--- src/rtl/wwdt_pkg.sv ---
package wwdt_pkg;
   typedef enum logic {
      PH_CLOSED = 1'b0,
      PH_OPEN   = 1'b1
   } wwdt_phase_e;

   localparam int unsigned N_CODES = 3;
   localparam int unsigned IDX_PER  = 0;
   localparam int unsigned IDX_WIN  = 1;
   localparam int unsigned IDX_WARN = 2;
endpackage

--- src/rtl/wwdt_code_dec.sv ---
module wwdt_code_dec #(
   parameter int unsigned CODE_W     = 4,
   parameter int unsigned MAX_CODE   = 11,
   parameter int unsigned BASE_SHIFT = 3,
   parameter int unsigned LEN_W      = BASE_SHIFT + MAX_CODE + 1
) (
   input  logic [CODE_W-1:0] code,
   output logic [LEN_W-1:0]  len
);
   if (MAX_CODE >= (1 << CODE_W)) begin : g_bad_code
      $error("MAX_CODE does not fit in CODE_W bits");
   end
   if (LEN_W < BASE_SHIFT + MAX_CODE + 1) begin : g_bad_len
      $error("LEN_W too narrow for largest length");
   end

   logic [CODE_W-1:0] eff;

   always_comb begin
      // reserved codes clamp to the largest valid one
      eff = (code > CODE_W'(MAX_CODE)) ? CODE_W'(MAX_CODE) : code;
      len = LEN_W'(1) << (int'(eff) + int'(BASE_SHIFT));
   end
endmodule

--- src/rtl/wwdt_gate.sv ---
module wwdt_gate (
   input  logic clk,
   input  logic por_n,
   input  logic cfg_enable,
   input  logic cfg_always_on,
   input  logic cfg_run_stdby,
   input  logic standby,
   output logic running,
   output logic counting
);
   logic lock_q;

   always_ff @(posedge clk) begin
      if (!por_n)             lock_q <= 1'b0;
      else if (cfg_always_on) lock_q <= 1'b1;
   end

   always_comb begin
      running  = cfg_enable | cfg_always_on | lock_q;
      counting = running & ~(standby & ~cfg_run_stdby);
   end

   // the lock, once taken, only power-on reset releases
   p_lock_sticky_r8: assert property (@(posedge clk) disable iff (!por_n)
      lock_q |=> lock_q);
endmodule

--- src/rtl/wwdt_slow_timer.sv ---
module wwdt_slow_timer
   import wwdt_pkg::*;
#(
   parameter int unsigned LEN_W = 15
) (
   input  logic             clk,
   input  logic             por_n,
   input  logic             running,
   input  logic             counting,
   input  logic             tick,
   input  logic             clr,
   input  logic             win_en,
   input  logic [LEN_W-1:0] open_len,
   input  logic [LEN_W-1:0] closed_len,
   output logic             restart,
   output logic             rst_req
);
   logic [LEN_W-1:0] cnt_q;
   wwdt_phase_e      phase_q;
   wwdt_phase_e      start_phase;
   logic [LEN_W-1:0] limit;
   logic             early_clr, step, expire, fire;

   always_comb begin
      start_phase = win_en ? PH_CLOSED : PH_OPEN;
      limit       = (phase_q == PH_CLOSED) ? closed_len : open_len;
      early_clr   = running & clr & win_en & (phase_q == PH_CLOSED);
      step        = counting & tick & ~clr;
      expire      = step & ((cnt_q + LEN_W'(1)) == limit);
      fire        = early_clr | (expire & (phase_q == PH_OPEN));
      restart     = ~running | clr | fire;
   end

   always_ff @(posedge clk) begin
      if (!por_n) begin
         cnt_q   <= '0;
         phase_q <= start_phase;
         rst_req <= 1'b0;
      end else begin
         rst_req <= fire;
         if (restart) begin
            cnt_q   <= '0;
            phase_q <= start_phase;
         end else if (expire) begin
            cnt_q   <= '0;
            phase_q <= PH_OPEN;
         end else if (step) begin
            cnt_q   <= cnt_q + LEN_W'(1);
         end
      end
   end

   // a clear in the closed phase must give a reset request next cycle
   p_early_clr_r4: assert property (@(posedge clk) disable iff (!por_n)
      (running && win_en && phase_q == PH_CLOSED && clr) |=> rst_req);

   // the counter never reaches the limit of its phase
   p_cnt_range_r1: assert property (@(posedge clk) disable iff (!por_n)
      cnt_q < limit);

   // a stopped watchdog never asks for reset
   p_off_quiet_r7: assert property (@(posedge clk) disable iff (!por_n)
      !running |=> !rst_req);

   // halted in standby, the period state is frozen
   p_halt_r9: assert property (@(posedge clk) disable iff (!por_n)
      (running && !counting && !clr) |=> ($stable(cnt_q) && $stable(phase_q)));
endmodule

--- src/rtl/wwdt_warn.sv ---
module wwdt_warn #(
   parameter int unsigned LEN_W = 15
) (
   input  logic             clk,
   input  logic             por_n,
   input  logic             counting,
   input  logic             restart,
   input  logic [LEN_W-1:0] target,
   output logic             warn
);
   logic [LEN_W-1:0] cnt_q;

   always_ff @(posedge clk) begin
      if (!por_n) begin
         cnt_q <= '0;
         warn  <= 1'b0;
      end else if (restart) begin
         cnt_q <= '0;
         warn  <= 1'b0;
      end else if (counting && !warn) begin
         cnt_q <= cnt_q + LEN_W'(1);
         if ((cnt_q + LEN_W'(1)) == target) warn <= 1'b1;
      end
   end

   // the warning is a level held until the next restart
   p_warn_hold_r6: assert property (@(posedge clk) disable iff (!por_n)
      (warn && !restart) |=> warn);

   // a restart always drops the warning
   p_warn_drop_r6: assert property (@(posedge clk) disable iff (!por_n)
      restart |=> !warn);
endmodule

--- src/rtl/wwdt_top.sv ---
module wwdt_top
   import wwdt_pkg::*;
#(
   parameter int unsigned CODE_W     = 4,
   parameter int unsigned MAX_CODE   = 11,
   parameter int unsigned BASE_SHIFT = 3
) (
   input  logic              clk,
   input  logic              por_n,
   input  logic              tick,
   input  logic              standby,
   input  logic              clr,
   input  logic [CODE_W-1:0] cfg_period_code,
   input  logic [CODE_W-1:0] cfg_window_code,
   input  logic [CODE_W-1:0] cfg_warn_code,
   input  logic              cfg_enable,
   input  logic              cfg_win_en,
   input  logic              cfg_always_on,
   input  logic              cfg_run_stdby,
   output logic              rst_req,
   output logic              warn_irq
);
   localparam int unsigned LEN_W = BASE_SHIFT + MAX_CODE + 1;

   logic [CODE_W-1:0] code_arr [N_CODES];
   logic [LEN_W-1:0]  len_arr  [N_CODES];
   logic              running, counting, restart;

   assign code_arr[IDX_PER]  = cfg_period_code;
   assign code_arr[IDX_WIN]  = cfg_window_code;
   assign code_arr[IDX_WARN] = cfg_warn_code;

   for (genvar i = 0; i < N_CODES; i++) begin : g_dec
      wwdt_code_dec #(
         .CODE_W(CODE_W), .MAX_CODE(MAX_CODE),
         .BASE_SHIFT(BASE_SHIFT), .LEN_W(LEN_W)
      ) u_dec (
         .code(code_arr[i]),
         .len (len_arr[i])
      );
   end

   wwdt_gate u_gate (
      .clk          (clk),
      .por_n        (por_n),
      .cfg_enable   (cfg_enable),
      .cfg_always_on(cfg_always_on),
      .cfg_run_stdby(cfg_run_stdby),
      .standby      (standby),
      .running      (running),
      .counting     (counting)
   );

   wwdt_slow_timer #(.LEN_W(LEN_W)) u_timer (
      .clk       (clk),
      .por_n     (por_n),
      .running   (running),
      .counting  (counting),
      .tick      (tick),
      .clr       (clr),
      .win_en    (cfg_win_en),
      .open_len  (len_arr[IDX_PER]),
      .closed_len(len_arr[IDX_WIN]),
      .restart   (restart),
      .rst_req   (rst_req)
   );

   wwdt_warn #(.LEN_W(LEN_W)) u_warn (
      .clk     (clk),
      .por_n   (por_n),
      .counting(counting),
      .restart (restart),
      .target  (len_arr[IDX_WARN]),
      .warn    (warn_irq)
   );

   // a stopped watchdog never raises the warning
   p_off_nowarn_r7: assert property (@(posedge clk) disable iff (!por_n)
      !running |=> !warn_irq);
endmodule

--- config.mk ---
export PLATFORM = sky130hd
export DESIGN_NAME = wwdt_top
export DESIGN_NICKNAME = d
export VERILOG_FILES = /design/src/rtl/wwdt_pkg.sv /design/src/rtl/wwdt_code_dec.sv /design/src/rtl/wwdt_gate.sv /design/src/rtl/wwdt_slow_timer.sv /design/src/rtl/wwdt_warn.sv /design/src/rtl/wwdt_top.sv
export SDC_FILE = /design/constraint.sdc
export NUM_CORES = 1
export LEC_CHECK = 0
export ABC_AREA = 1
export CELL_PAD_IN_SITES_DETAIL_PLACEMENT = 1
export CELL_PAD_IN_SITES_GLOBAL_PLACEMENT = 2
export CORE_UTILIZATION = 35
export CTS_CLUSTER_DIAMETER = 100
export CTS_CLUSTER_SIZE = 30
export DETAILED_ROUTE_END_ITERATION = 10
export DONT_BUFFER_PORTS = 1
export GPL_TIMING_DRIVEN = 0
export PLACE_DENSITY_LB_ADDON = 0.3
export SLEW_MARGIN = 20
export SYNTH_ARGS = -nofsm -noshare
export SYNTH_HDL_FRONTEND = slang
export SYNTH_SLANG_ARGS = --single-unit
--- constraint.sdc ---
create_clock -name clk -period 4.4 [get_ports clk]
set_clock_uncertainty 0.2 [all_clocks]
set_input_delay 0.22 -clock clk [delete_from_list [all_inputs] [get_ports clk]]
set_output_delay 0.22 -clock clk [all_outputs]
set_load 0.1 [all_outputs]
==> summary.md, run 1 <==
| Metric | Value |
|---|---|
| Status | finished, final reports clean |
| Finish-stage setup viols | 0 |
| Post-CTS setup buffers | 0 |
| Crit. End Element | register |
| Pin count of the biggest net entering global routing | 12 |
| WP data required | 4440 ps |
| Clock buffer depth | 2 |
| Die Area | 8340 µm² |
| Largest cells by area after synthesis | dfxtp_1 24%, nand2_1 22%, nor2_1 9.4%, inv_1 7.3%, nand3_1 6.3% |
| Crit path DAT | 2870 ps |
| CTS clock-pin slew for the worst setup and hold paths | 80 ps |
| Yosys top cell area share | 0.237 |
| Top Layer Used | met4 |
| Sequential area share after synthesis | 0.247 |
| Final Util | 0.396 |
| Fin cells | around 600 |
| Post-route antenna net violation count | 0 |
| RePlAce Congestion | 0.854 |
| Post-CTS sizing | 0 |
| Die width | 91.3 µm |
| Max VDD drop | roughly 0.11 mV |
| Nets | 521 |
| Placement Cell Area | around 2900 µm² |
| CTS tree | done |
| Maximum fanout along the worst path | 5 |
| Flops & latches, synth | 34 |
| Initial DRT Pass Iterations | 4 |
| Setup TNS | 0 ps |
| Max-slew violations | 0 |
| DP Worst Slack | 1710 ps |
| DRT iter0 DRCs | 84 |
| Leakage power | 1.26 nW |
| Number of antenna diodes | 0 |
| EDFF count, synth | 1 |
| Slew headroom | 0.337 |
| Sequential cell area | ~690 µm² |
| WS Path Type | register to register |
| DP Wirelength | approximately 6.7 mm |
| HP Class | input port to register |
| Synth Flop Type | dfxtp_1 |
| RSZ-0062 raised after global routing | no |
| Final Worst Setup Slack | 1580 ps |
| Fillers | 1096 |
| Final Critical Period | 2820 ps |
| Fraction of registers with async set/reset | 0 |
| Mean post-synth cell area | 5.75 µm² |
| Multi-input logic area | 1830 µm² |
| Vias in the first global route | 2849 |
| Die H | ~90 µm |
| Yosys top cell by area | dfxtp_1 |
| Synth Warn # | 0 |
| Fmax | 0.354 GHz |
| Slew @ Worst Pin | slightly below 1000 ps |
| Initial core utilization | 0.361 |
| M1 WL | 4.36 mm |
| Hold Fails Final Rpt | 0 |
| Final routed DRC violation total | 0 |
| Proportion of layout cells with a drive suffix above 1 | 0.0822 |
| WL met3 | 260 µm |
| # port buffers | 0 |
| Area Overhead vs Synth | 9.45% |
| Via count | 3011 |
| Mapped Area | around 2800 µm² |
| Final Cycle Share | 0.642 |
| Syn Inst Count | 486 |
| WL met2 | 3.47 mm |
| Cts bufs inserted | 5 |
| Via/cell ratio | 5.01 |
| Row count | 32 |
| Root Driver | clkbuf_8 |
| CTS sink count | 34 |
| Total GRT Usage | 0.204 |
| Fin area | 3060 µm² |
| Detailed Route WL | 8.16 mm |
| Total grt overflow | 0 |
| PwrDens | 229 nW/µm² |
| Placed insts | 588 |
| Final hold slack | 1.22 ps |
| Worst skew pair latency | slightly below 300 ps |
| Yosys cell types | 33 |
| Core ar. | 7730 µm² |
| Ports | 23 |
| Initial antenna violation count | 0 |
| Setup crit start kind | register |
| Syn Nets | 509 |
| H-tree levels | 2 |
| First-pass GRT wire length | 13.5 mm |
| Drt wl/cell | 13.6 µm |
| Max cap viols | 0 |
| Total power | between 700 and 800 µW |
[synthesized netlist by cell type (2+ instances only)]
library cell / n
a21oi_1: 18
buf_6: 2
clkbuf_1: 4
dfxtp_1: 33
ha_1: 2
inv_1: 54
inv_2: 4
nand2_1: 163
nand2_2: 9
nand2_4: 2
nand3_1: 35
nand3b_1: 5
nand4_1: 19
nor2_1: 70
nor2_2: 7
nor2_4: 2
nor3_1: 8
o21ai_0: 20
o21ai_1: 3
xnor2_1: 4
xor2_1: 10
[registers in the layout (all words and copies together), names as in the netlist]
signal           cells
u_timer.cnt_q       15
u_gate.lock_q        1
u_warn.cnt_q        15
u_timer.phase_q      1
u_timer.rst_req      1
u_warn.warn          1
[cells in the final DEF, fill, tap and decap left out, types with 2 or more instances in the layout]
cell           count
nand2_1          163
nand2_2            9
xor2_1            10
nand2_4            2
nor2_1            70
a21oi_1           18
nor2_4             2
clkbuf_1           5
nand3_1           35
inv_1             54
inv_2              4
xnor2_1            4
nor3_1             8
o21ai_1            3
nand4_1           19
nand3b_1           5
nor2_2             7
buf_6              2
dlygate4sd3_1      5
o21ai_0           20
ha_1               2
dfxtp_1           33
clkbuf_8           5
[worst max-delay path, stage by stage, from the launching register on]
cell	delay (ps)
dfxtp_1	410
ha_1	270
nand2_2	130
nor3_2	240
nand2_1	80
nand2_1	150
inv_1	60
nand2_1	60
nand4_1	90
nor2_1	210
nand4_2	190
a21oi_1	150
dlygate4sd3_1	540
[timing repair]
action                     4_1_cts  5_1_grt
hold endpoints to repair         3        0
hold buffers                     5        0
setup endpoints to repair        0        0
[where the power goes]
part / leakage [nW] / switching (mW) / internal [mW]
logic: 0.933 / 0.0939 / 0.0440
clock network: 0.0452 / 0.126 / 0.112
registers: 0.277 / 0.00825 / 0.317
[path summary, 6_finish.rpt]
kind                           from           endpoint  slack, ps  cells after the start
setup / recovery   u_timer.cnt_q[0]    u_timer.rst_req       1580                     12
hold / removal                  clr   u_warn.cnt_q[14]          1                      3
setup reg to reg   u_timer.cnt_q[0]    u_timer.rst_req       1580                     12
hold reg to reg   u_timer.cnt_q[14]  u_timer.cnt_q[14]        290                      2
[per-layer routing]
layer | GRT usage | vias to the layer above
li1 | - | 1568
met1 | 0.295 | 1396
met2 | 0.324 | 41
met3 | 0.0276 | 6
met4 | 0.0397 | 0
met5 | 0 | -
[area by class of cell]
type	count	share of cell area
inverters	60	0.0745
multi-input cells	385	0.598
clock inverters	2	0.00450
flip-flops and latches	34	0.226
clock buffers	6	0.0237
plain buffers	7	0.0147
repair buffers	5	0.0164
well taps	102	0.0418
[cell families (layout without fill, tap and decap cells)]
kind of cell               Yosys count  after routing  share of synthesized area
adders and majority gates            2              2                    0.00896
AOI/OAI and AO/OA                   43             43                     0.0820
buffers and inverters               67             80                     0.0977
xor gates and xnor gates            15             15                     0.0497
DFF                                 34             34                      0.247
and+or+nand+nor                    325            325                      0.514
No activity file was read; power rests on OpenSTA's default activity.
==> run 2: changes to the inputs <==
- CORE_UTILIZATION: 35 -> 33
- clock period: 4.4 -> 2.85 ns (I/O delays scaled with it)
==> summary.md, run 2 (synthesis results as in run 1) <==
| Metric | Value |
|---|---|
| Crit path DAT | 2740 ps (was 2870 ps) |
| Final Worst Setup Slack | 139 ps (was 1580 ps) |
| Fillers | 1142 (was 1096) |
| Initial DRT Pass Iterations | 4 (unchanged) |
| Status | finished, final reports clean (unchanged) |
| RePlAce Congestion | 0.811 (was 0.854) |
| Row count | 33 (was 32) |
| Worst r2r path cells | 11 (was 12) |
| Slew @ Worst Pin | 988 ps (was 994 ps) |
| Maximum fanout along the worst path | 5 (unchanged) |
| Reg2Reg Launch Point | u_timer.cnt_q[7] (was u_timer.cnt_q[0]) |
| Final Critical Period | 2710 ps (was 2820 ps) |
| Total power | 1.10 mW (was 701 µW) |
| Via count | 2996 (was 3011) |
| Area Overhead vs Synth | 11.1% (was 9.45%) |
| # port buffers | 0 (unchanged) |
| Die width | 94.0 µm (was 91.3 µm) |
| Final Util | 0.377 (was 0.396) |
| Ports | 23 (unchanged) |
| Cts bufs inserted | 5 (unchanged) |
| Via/cell ratio | 4.95 (was 5.01) |
| Regs by FF count | u_timer.cnt_q: 15 flops, u_warn.cnt_q: 15 flops (unchanged) |
| Die Area | 8830 µm² (was 8340 µm²) |
| WP data required | 2880 ps (was 4440 ps) |
| DP Worst Slack | 205 ps (was 1710 ps) |
| Proportion of layout cells with a drive suffix above 1 | 0.0920 (was 0.0822) |
| Slew headroom | 0.340 (was 0.337) |
| Fmax | 0.369 GHz (was 0.354 GHz) |
| CTS tree | done (unchanged) |
| DP Wirelength | 6.72 mm (was 6.69 mm) |
| Placed insts | 591 (was 588) |
| Final Cycle Share | 0.951 (was 0.642) |
| Initial core utilization | 0.340 (was 0.361) |
| Placement Cell Area | 2920 µm² (about the same) |
| H-tree levels | 2 (unchanged) |
| Worst hold stages | 6 (was 3) |
| Setup crit start kind | register (unchanged) |
| CTS clock-pin slew for the worst setup and hold paths | 80 ps (about the same) |
| Worst hold path endpoint | u_warn.warn (was u_warn.cnt_q[14]) |
| HP Class | input port to register (unchanged) |
| FF-to-FF End | u_timer.rst_req (unchanged) |
| Total GRT Usage | 0.201 (was 0.204) |
| Drt wl/cell | 13.8 µm (was 13.6 µm) |
| Commonest non-fill, non-tap cell in the layout | nand2_1 (unchanged) |
| Grt met1 use | 0.230 (was 0.295) |
| Clock buffer depth | 2 (unchanged) |
| Total grt overflow | 0 (unchanged) |
| Root Driver | clkbuf_8 (unchanged) |
| Most frequent cells in the layout | 163 x nand2_1, 69 x nor2_1, 54 x inv_1 (was 163 x nand2_1, 70 x nor2_1, 54 x inv_1) |
| Max-slew violations | 0 (unchanged) |
| Most used routing layer | met2 (unchanged) |
| PwrDens | 356 nW/µm² (was 229 nW/µm²) |
| First-pass GRT wire length | 13.7 mm (was 13.5 mm) |
| Startpoint of the worst hold path | cfg_warn_code[3] (was clr) |
| Vias in the first global route | 2930 (was 2849) |
| DRT iter0 DRCs | 43 (was 84) |
| Leakage power | 1.28 nW (was 1.26 nW) |
| Pin count of the biggest net entering global routing | 11 (was 12) |
| WS Path Type | register to register (unchanged) |
| Crit. End Element | register (unchanged) |
| Finish-stage setup viols | 0 (unchanged) |
| Initial antenna violation count | 0 (unchanged) |
| Post-route antenna net violation count | 0 (unchanged) |
| Final hold slack | 62.5 ps (was 1.22 ps) |
| Hold Fails Final Rpt | 0 (unchanged) |
| Met3 Use GR | 0.0291 (was 0.0276) |
| Nets | 522 (was 521) |
| Max VDD drop | 0.159 mV (was 0.113 mV) |
| CTS sink count | 34 (unchanged) |
| Core ar. | 8220 µm² (was 7730 µm²) |
| Detailed Route WL | 8.37 mm (was 8.16 mm) |
| Number of antenna diodes | 0 (unchanged) |
| Internal reg-to-reg setup slack | 140 ps (was 1580 ps) |
| Post-CTS setup buffers | 0 (unchanged) |
| Met2 Track Usage GR | 0.393 (was 0.324) |
| Fin cells | 605 (was 601) |
| Worst skew pair latency | 290 ps (about the same) |
| Max cap viols | 0 (unchanged) |
| Final routed DRC violation total | 0 (unchanged) |
| Die H | 94.0 µm (was 91.3 µm) |
| Fin area | 3100 µm² (was 3060 µm²) |
| Setup TNS | 0 ps (unchanged) |
## run 2: changes by cell type in the layout (fill, tap and decap cells not counted), sizes merged
cell         delta
clkbuf          +1
clkinv          -1
dlygate4sd3     +1
## run 2: cell type report
cell class	instances	area, µm²	area share
Sequential cell	34	692	0.223
Tap cell	105	131	0.0424
Clock inverter	1	5.00	0.00161
Timing Repair Buffer	6	60.1	0.0194
Buffer	7	45.0	0.0145
Inverter	60	228	0.0734
Multi-Input combinational cell	385	1850	0.598
Clock buffer	7	86.3	0.0278
## run 2: how the worst max path moves through the flow
stage / start / end / slack [ps]
2_1_floorplan: u_timer.cnt_q[0] / u_timer.phase_q / 590
3_3_place_gp: u_warn.warn / u_warn.cnt_q[10] / 250
3_5_place_dp: u_warn.warn / u_warn.cnt_q[4] / 210
4_1_cts: u_timer.cnt_q[0] / u_timer.rst_req / 60
5_1_grt: u_timer.phase_q / u_timer.rst_req / -70
6_report: u_timer.cnt_q[7] / u_timer.rst_req / 140
## run 2: critical path, cell delays in order (launching register included)
cell and delay, ps:
dfxtp_1 450, nand2_2 100, nor2_2 180, nand3_1 150
xnor2_2 260, nor2_1 70, nor2_1 90, nand2_1 100
nor2_2 160, nand4_2 150, a21oi_2 170, dlygate4sd3_1 560
## run 2: power breakdown
part           internal (mW)  switching (mW)  leakage, nW  total, mW
registers              0.489          0.0127        0.278      0.502
clock network          0.195           0.189       0.0482      0.385
logic                 0.0697           0.148        0.953      0.218
total                  0.754           0.350         1.28       1.10
## run 2: metal layers
layer	vias to the layer above	part of all wire
li1	1565	-
met1	1409	0.43
met2	18	0.54
met3	4	0.016
met4	0	0.0045
met5	-	0
## run 2: timing repair
| action | CTS | global route |
|---|---|---|
| hold buffers | 6 | 0 |
| hold endpoints to repair | 16 | 0 |
| endpoints found under the setup margin | 0 | 2 |
| resized for setup | 0 | 7 |
